**config.mk**
```make
export PLATFORM = sky130hd
export DESIGN_NAME = prescaled_counter
export DESIGN_NICKNAME = d
export VERILOG_FILES = /design/src/rtl/pscnt_pkg.sv /design/src/rtl/pscnt_ctl.sv /design/src/rtl/pscnt_low.sv /design/src/rtl/pscnt_high.sv /design/src/rtl/pscnt_term.sv /design/src/rtl/prescaled_counter.sv
export SDC_FILE = /design/constraint.sdc
export NUM_CORES = 1
export LEC_CHECK = 0
export BUFFER_PORTS_ARGS = -buffer_cell sky130_fd_sc_hd__clkbuf_2
export CORE_MARGIN = 3
export CORE_UTILIZATION = 30
export CTS_CLUSTER_SIZE = 10
export DETAILED_ROUTE_END_ITERATION = 12
export PLACE_DENSITY = 0.56
export SYNTH_ARGS = -nofsm -noshare
export SYNTH_HDL_FRONTEND = slang
export SYNTH_SLANG_ARGS = --single-unit
export TNS_END_PERCENT = 50
```
**constraint.sdc**
```tcl
create_clock -name clk -period 3.1 [get_ports clk]
set_input_delay 0.465 -clock clk [delete_from_list [all_inputs] [get_ports clk]]
set_output_delay 0.465 -clock clk [all_outputs]
set_load 0.01 [all_outputs]
```
**src/rtl/pscnt_pkg.sv**
```systemverilog
`timescale 1ns/1ps
package pscnt_pkg;
  // per-cycle action shared by both counter stages
  typedef enum logic [1:0] {
    ACT_HOLD  = 2'd0,
    ACT_STEP  = 2'd1,
    ACT_LOAD  = 2'd2,
    ACT_CLEAR = 2'd3
  } cnt_act_e;
endpackage

```
**src/rtl/pscnt_ctl.sv**
```systemverilog
`timescale 1ns/1ps
module pscnt_ctl
  import pscnt_pkg::*;
(
  input  logic     rst,
  input  logic     cnt_en,
  input  logic     load_en,
  input  logic     lo_at_max,
  output cnt_act_e act,
  output logic     hi_step
);
  // priority: clear > load > step > hold
  always_comb begin
    if (rst)          act = ACT_CLEAR;
    else if (load_en) act = ACT_LOAD;
    else if (cnt_en)  act = ACT_STEP;
    else              act = ACT_HOLD;
  end

  // carry into upper stage: one cycle out of every four enabled cycles
  assign hi_step = (act == ACT_STEP) && lo_at_max;
endmodule

```
**src/rtl/pscnt_low.sv**
```systemverilog
`timescale 1ns/1ps
module pscnt_low
  import pscnt_pkg::*;
#(
  parameter int LOW_W = 2
) (
  input  logic             clk,
  input  logic             rst,
  input  cnt_act_e         act,
  input  logic [LOW_W-1:0] load_lo,
  output logic [LOW_W-1:0] lo_q,
  output logic             lo_at_max
);
  always_ff @(posedge clk) begin
    case (act)
      ACT_CLEAR: lo_q <= '0;
      ACT_LOAD:  lo_q <= load_lo;
      ACT_STEP:  lo_q <= lo_q + LOW_W'(1);
      default:   lo_q <= lo_q;
    endcase
  end

  assign lo_at_max = &lo_q;

  // lower stage frozen on hold
  a_r5_low_frozen: assert property (@(posedge clk) disable iff (rst)
    (act == ACT_HOLD) |=> $stable(lo_q));

  // lower stage advances on each enabled cycle
  a_r1_low_steps: assert property (@(posedge clk) disable iff (rst)
    (act == ACT_STEP) |=> (lo_q == $past(lo_q) + LOW_W'(1)));
endmodule

```
**src/rtl/pscnt_high.sv**
```systemverilog
`timescale 1ns/1ps
module pscnt_high
  import pscnt_pkg::*;
#(
  parameter int HIGH_W = 30,
  parameter int LOW_W  = 2
) (
  input  logic              clk,
  input  logic              rst,
  input  cnt_act_e          act,
  input  logic              hi_step,
  input  logic [HIGH_W-1:0] load_hi,
  output logic [HIGH_W-1:0] hi_q,
  output logic              hi_full_q
);
  localparam logic [HIGH_W-1:0] HI_ONES = '1;
  localparam logic [HIGH_W-1:0] HI_PRE  = HI_ONES - HIGH_W'(1);
  localparam logic [LOW_W-1:0]  GAP_MAX = '1;

  // upper stage: changes at most once per prescaler period
  always_ff @(posedge clk) begin
    case (act)
      ACT_CLEAR: begin
        hi_q      <= '0;
        hi_full_q <= 1'b0;
      end
      ACT_LOAD: begin
        hi_q      <= load_hi;
        hi_full_q <= &load_hi;
      end
      default: begin
        if (hi_step) begin
          hi_q      <= hi_q + HIGH_W'(1);
          hi_full_q <= (hi_q == HI_PRE);
        end
      end
    endcase
  end

  // cycles since the last carry, saturating; reset to max after clear or load
  logic [LOW_W-1:0] gap_q;
  always_ff @(posedge clk) begin
    if (act == ACT_CLEAR || act == ACT_LOAD) gap_q <= GAP_MAX;
    else if (hi_step)                         gap_q <= '0;
    else if (gap_q != GAP_MAX)                gap_q <= gap_q + LOW_W'(1);
  end

  // upper stage holds without a carry
  a_r4_high_holds: assert property (@(posedge clk) disable iff (rst)
    (!hi_step && act != ACT_LOAD) |=> $stable(hi_q));

  // upper stage steps by one on a carry
  a_r4_high_steps: assert property (@(posedge clk) disable iff (rst)
    hi_step |=> (hi_q == $past(hi_q) + HIGH_W'(1)));

  // carries are a full prescaler period apart
  a_r4_step_spacing: assert property (@(posedge clk) disable iff (rst)
    hi_step |-> (gap_q == GAP_MAX));
endmodule

```
**src/rtl/pscnt_term.sv**
```systemverilog
`timescale 1ns/1ps
module pscnt_term
  import pscnt_pkg::*;
#(
  parameter int TOTAL_W = 32,
  parameter int LOW_W   = 2
) (
  input  logic               clk,
  input  cnt_act_e           act,
  input  logic [LOW_W-1:0]   lo_q,
  input  logic               hi_full,
  input  logic [TOTAL_W-1:0] load_val,
  output logic               term_q
);
  localparam logic [LOW_W-1:0] LO_PRE = LOW_W'((1 << LOW_W) - 2);

  // flag follows the count: set one step before all-ones is reached
  always_ff @(posedge clk) begin
    case (act)
      ACT_CLEAR: term_q <= 1'b0;
      ACT_LOAD:  term_q <= &load_val;
      ACT_STEP:  term_q <= hi_full && (lo_q == LO_PRE);
      default:   term_q <= term_q;
    endcase
  end
endmodule

```
**src/rtl/prescaled_counter.sv**
```systemverilog
`timescale 1ns/1ps
module prescaled_counter
  import pscnt_pkg::*;
#(
  parameter int TOTAL_W = 32,
  parameter int LOW_W   = 2
) (
  input  logic               clk,
  input  logic               rst,
  input  logic               cnt_en,
  input  logic               load_en,
  input  logic [TOTAL_W-1:0] load_val,
  output logic [TOTAL_W-1:0] count,
  output logic               term_cnt
);
  localparam int HIGH_W = TOTAL_W - LOW_W;

  cnt_act_e          act;
  logic              hi_step;
  logic              lo_at_max;
  logic              hi_full;
  logic [LOW_W-1:0]  lo_q;
  logic [HIGH_W-1:0] hi_q;

  pscnt_ctl u_ctl (
    .rst       (rst),
    .cnt_en    (cnt_en),
    .load_en   (load_en),
    .lo_at_max (lo_at_max),
    .act       (act),
    .hi_step   (hi_step)
  );

  pscnt_low #(.LOW_W(LOW_W)) u_low (
    .clk       (clk),
    .rst       (rst),
    .act       (act),
    .load_lo   (load_val[LOW_W-1:0]),
    .lo_q      (lo_q),
    .lo_at_max (lo_at_max)
  );

  pscnt_high #(.HIGH_W(HIGH_W), .LOW_W(LOW_W)) u_high (
    .clk       (clk),
    .rst       (rst),
    .act       (act),
    .hi_step   (hi_step),
    .load_hi   (load_val[TOTAL_W-1:LOW_W]),
    .hi_q      (hi_q),
    .hi_full_q (hi_full)
  );

  pscnt_term #(.TOTAL_W(TOTAL_W), .LOW_W(LOW_W)) u_term (
    .clk      (clk),
    .act      (act),
    .lo_q     (lo_q),
    .hi_full  (hi_full),
    .load_val (load_val),
    .term_q   (term_cnt)
  );

  assign count = {hi_q, lo_q};

  // reset clears count and flag
  a_r2_reset_clears: assert property (@(posedge clk)
    rst |=> (count == '0) && !term_cnt);

  // whole count behaves as a plain binary counter
  a_r1_binary_step: assert property (@(posedge clk) disable iff (rst)
    (cnt_en && !load_en) |=> (count == $past(count) + TOTAL_W'(1)));

  // upper part moves after an enabled cycle at lower max
  a_r3_carry_moves_upper: assert property (@(posedge clk) disable iff (rst)
    (cnt_en && !load_en && (&count[LOW_W-1:0]))
      |=> (count[TOTAL_W-1:LOW_W] != $past(count[TOTAL_W-1:LOW_W])));

  // held counter keeps count and flag
  a_r5_hold: assert property (@(posedge clk) disable iff (rst)
    (!cnt_en && !load_en) |=> ($stable(count) && $stable(term_cnt)));

  // all-ones wraps to zero
  a_r6_wrap: assert property (@(posedge clk) disable iff (rst)
    ((&count) && cnt_en && !load_en) |=> (count == '0));

  // flag matches all-ones count
  a_r7_term_match: assert property (@(posedge clk) disable iff (rst)
    term_cnt == (&count));

  // preset lands next edge
  a_r8_load: assert property (@(posedge clk) disable iff (rst)
    load_en |=> (count == $past(load_val)));
endmodule

```
==> flow_summary.json <==
{
  "status": "finished clean",
  "diodes": 0,
  "ys_top_cells_by_count": "nand3_1, edfxtp_1, nand4_1, o21ai_0, nand2_1",
  "path_max_fanout": 14,
  "rsz0062_at_grt": "no",
  "htreeDepth": 2,
  "power.internal_mw": 0.834,
  "syn_inst": 254,
  "vias": 2307,
  "synth_edf_count": 34,
  "relSlewSlack_pct": 54.3,
  "synth.distinct_cells": 42,
  "n_fill_cell": 849,
  "postSynthAreaPerCell_um2": 9.50,
  "cts.clk_slew.worst_paths_ns": 0.08,
  "start_kind": "flop",
  "async_reset_ff_share_pct": 0,
  "cts_buffers": 5,
  "finalMaxSlewViolations": 0,
  "gp_routability_congestion": 0.851,
  "dp_slack_ns": 0.704,
  "die_area_um2": 9150,
  "power_density_nw_per_um2": 422,
  "yosysTopAreaCell": "edfxtp_1",
  "core_region_area_um2": 7770,
  "synth_top_cell_area_share_pct": 42.3,
  "syn_area_um2": 2410,
  "p_seq_share_pct": 53.3,
  "crit_required_ns": 3.15,
  "drive_above_1_share_pct": 26.6,
  "grt_pass1_wl_um": 11700,
  "ys_seq_area_share_pct": 42.3,
  "fin_setup_tns_ns": 0,
  "die_x_um": 95.7,
  "synthFlopType": "edfxtp_1",
  "p_switching_mw": 0.396,
  "portBuffers": 68,
  "cts_resized": 0,
  "netSwitchingFraction_pct": 32.2,
  "antenna_found_initial": 0,
  "drtIter0Drc": 222,
  "grt_usage_pct": 16.8,
  "p_comb_share_pct": 20.1,
  "ant_nets": 0,
  "vias_per_cell": 5.47,
  "arrival_ns": 2.24,
  "finClkSkew_ns": 0.00922,
  "register_area_um2": 1020,
  "path_class": "reg -> reg",
  "vdd_drop_max_uv": 185,
  "clock-sinks": 34,
  "cts_hold_buf": 0,
  "area_delta_synth_final_pct": 20.6,
  "grt_max_degree": 39,
  "setup_viol": 0,
  "clockRootBuffer": "clkbuf_8",
  "wl_per_cell_um": 17.2,
  "wl_um": 7270,
  "total_power_mw": 1.23,
  "final_util_pct": 37.5,
  "rows": 32,
  "grt_pass1_vias": 2171,
  "cts_setup_buffers": 0,
  "clockBufferDepth": 2,
  "synth-seq-cells": 34,
  "post-route-period-util_pct": 70.7,
  "drc": 0,
  "post-dp-hpwl_um": 5480,
  "p_leak_nw": 1.12,
  "overflow": 0,
  "maxCapViolations": 0,
  "first_pass_iters": 4,
  "endpoint_kind": "flop",
  "grt_util_met1_pct": 22.8,
  "die_h_um": 95.7,
  "worstMarginPinSlew_ns": 0.680,
  "final_net_count": 363,
  "period_needed_ns": 2.19,
  "grtUsageMet3_pct": 3.39,
  "multi_input_area_um2": 1270,
  "syn_nets": 298,
  "yosysMostFrequentCell": "nand3_1",
  "met2_usage_pct": 26.8,
  "fin_ws_ns": 0.908,
  "num_io_pins": 69,
  "finalHoldViolations": 0,
  "yosys-top-cells-area": "edfxtp_1, nand3_1, xnor2_1",
  "initial_core_util_pct": 31.1,
  "grt_busiest_layer": "met2",
  "clk_latency_ns": 0.29,
  "clkPwrFrac_pct": 26.7,
  "cts_tree": "yes",
  "ys_warn_count": 0,
  "max_freq_ghz": 0.456,
  "hp-class": "in -> reg"
}
## flip-flops by register name, indices dropped and copies added (netlist names)
signal	count
u_low.lo_q	2
u_term.term_q	1
u_high.hi_q	30
u_high.hi_full_q	1
## cell type report
cell class	count	share of cell area, %
repair buffers	73	13.0
multi-input cells	197	43.7
inverters	8	1.03
clock inverters	2	0.301
well taps	102	4.39
clock buffers	6	2.49
flip-flops and latches	34	35.1
## critical path: stages (launching register included)
cell      delay, ns
edfxtp_1       0.47
ha_1           0.24
nand3_2        0.21
or3_4          0.48
o211a_1        0.25
a311o_1        0.31
## power by group through the flow
stage | Sequential (mW) | Clock (mW) | Combinational, mW
final | 0.655 | 0.328 | 0.247
after global routing | 0.666 | 0.362 | 0.276
after CTS | 0.653 | 0.334 | 0.251
after detailed placement | 0.663 | 0 | 0.249
after global placement | 0.663 | 0 | 0.246
after floorplan | 0.668 | 0 | 0.117
## final timing paths
| path | startpoint | endpoint | slack [ns] | cells past startpoint |
|---|---|---|---|---|
| worst max-delay path | u_high.hi_q[0] | u_high.hi_q[16] | 0.91 | 5 |
| worst min-delay path | load_val[11] | u_high.hi_q[9] | 0.50 | 3 |
| worst max register to register | u_high.hi_q[0] | u_high.hi_q[16] | 0.91 | 5 |
| worst min register to register | u_high.hi_full_q | u_term.term_q | 0.68 | 2 |
## stage by stage
step,hold WS [ns],instances,area (um^2)
6_report,0.504,422,2910
5_1_grt,0.501,422,2910
4_1_cts,0.497,422,2910
3_5_place_dp,0.674,414,2830
3_3_place_gp,0.658,414,2830
2_1_floorplan,0.603,254,2410
## logic make-up after synthesis
kind of cell / synth area share (%)
AOI/OAI and AO/OA: 12.7
xor gates and xnor gates: 5.08
adders and majority gates: 4.15
buffers and inverters: 4.93
DFF: 42.3
and+or+nand+nor: 30.9
## layer usage
metal  wire (um)  up-vias
met5           0        -
met4         137        0
met3         390       11
met2        3490       79
met1        3260     1082
li1            -     1135
## layout by cell type, fill, tap and decap left out, types with 2 or more instances in the layout
cell | synthesis | layout
a21oi_1 | 4 | 4
a311o_1 | 5 | 5
a31oi_1 | 2 | 2
and3_1 | 6 | 6
and4_1 | 4 | 4
buf_4 | 0 | 5
clkbuf_2 | 1 | 68
clkbuf_8 | 0 | 5
edfxtp_1 | 34 | 34
ha_1 | 8 | 8
inv_1 | 8 | 8
nand2_1 | 16 | 16
nand2b_1 | 2 | 2
nand3_1 | 40 | 40
nand4_1 | 18 | 18
nand4_2 | 2 | 2
nor2_1 | 13 | 13
nor3_1 | 4 | 4
nor4_1 | 10 | 10
o211a_1 | 3 | 3
o211ai_1 | 6 | 6
o21ai_0 | 17 | 17
o311ai_0 | 2 | 2
or4_1 | 5 | 5
or4b_1 | 3 | 3
xnor2_1 | 13 | 13
Power figures use the tool's default switching activity.
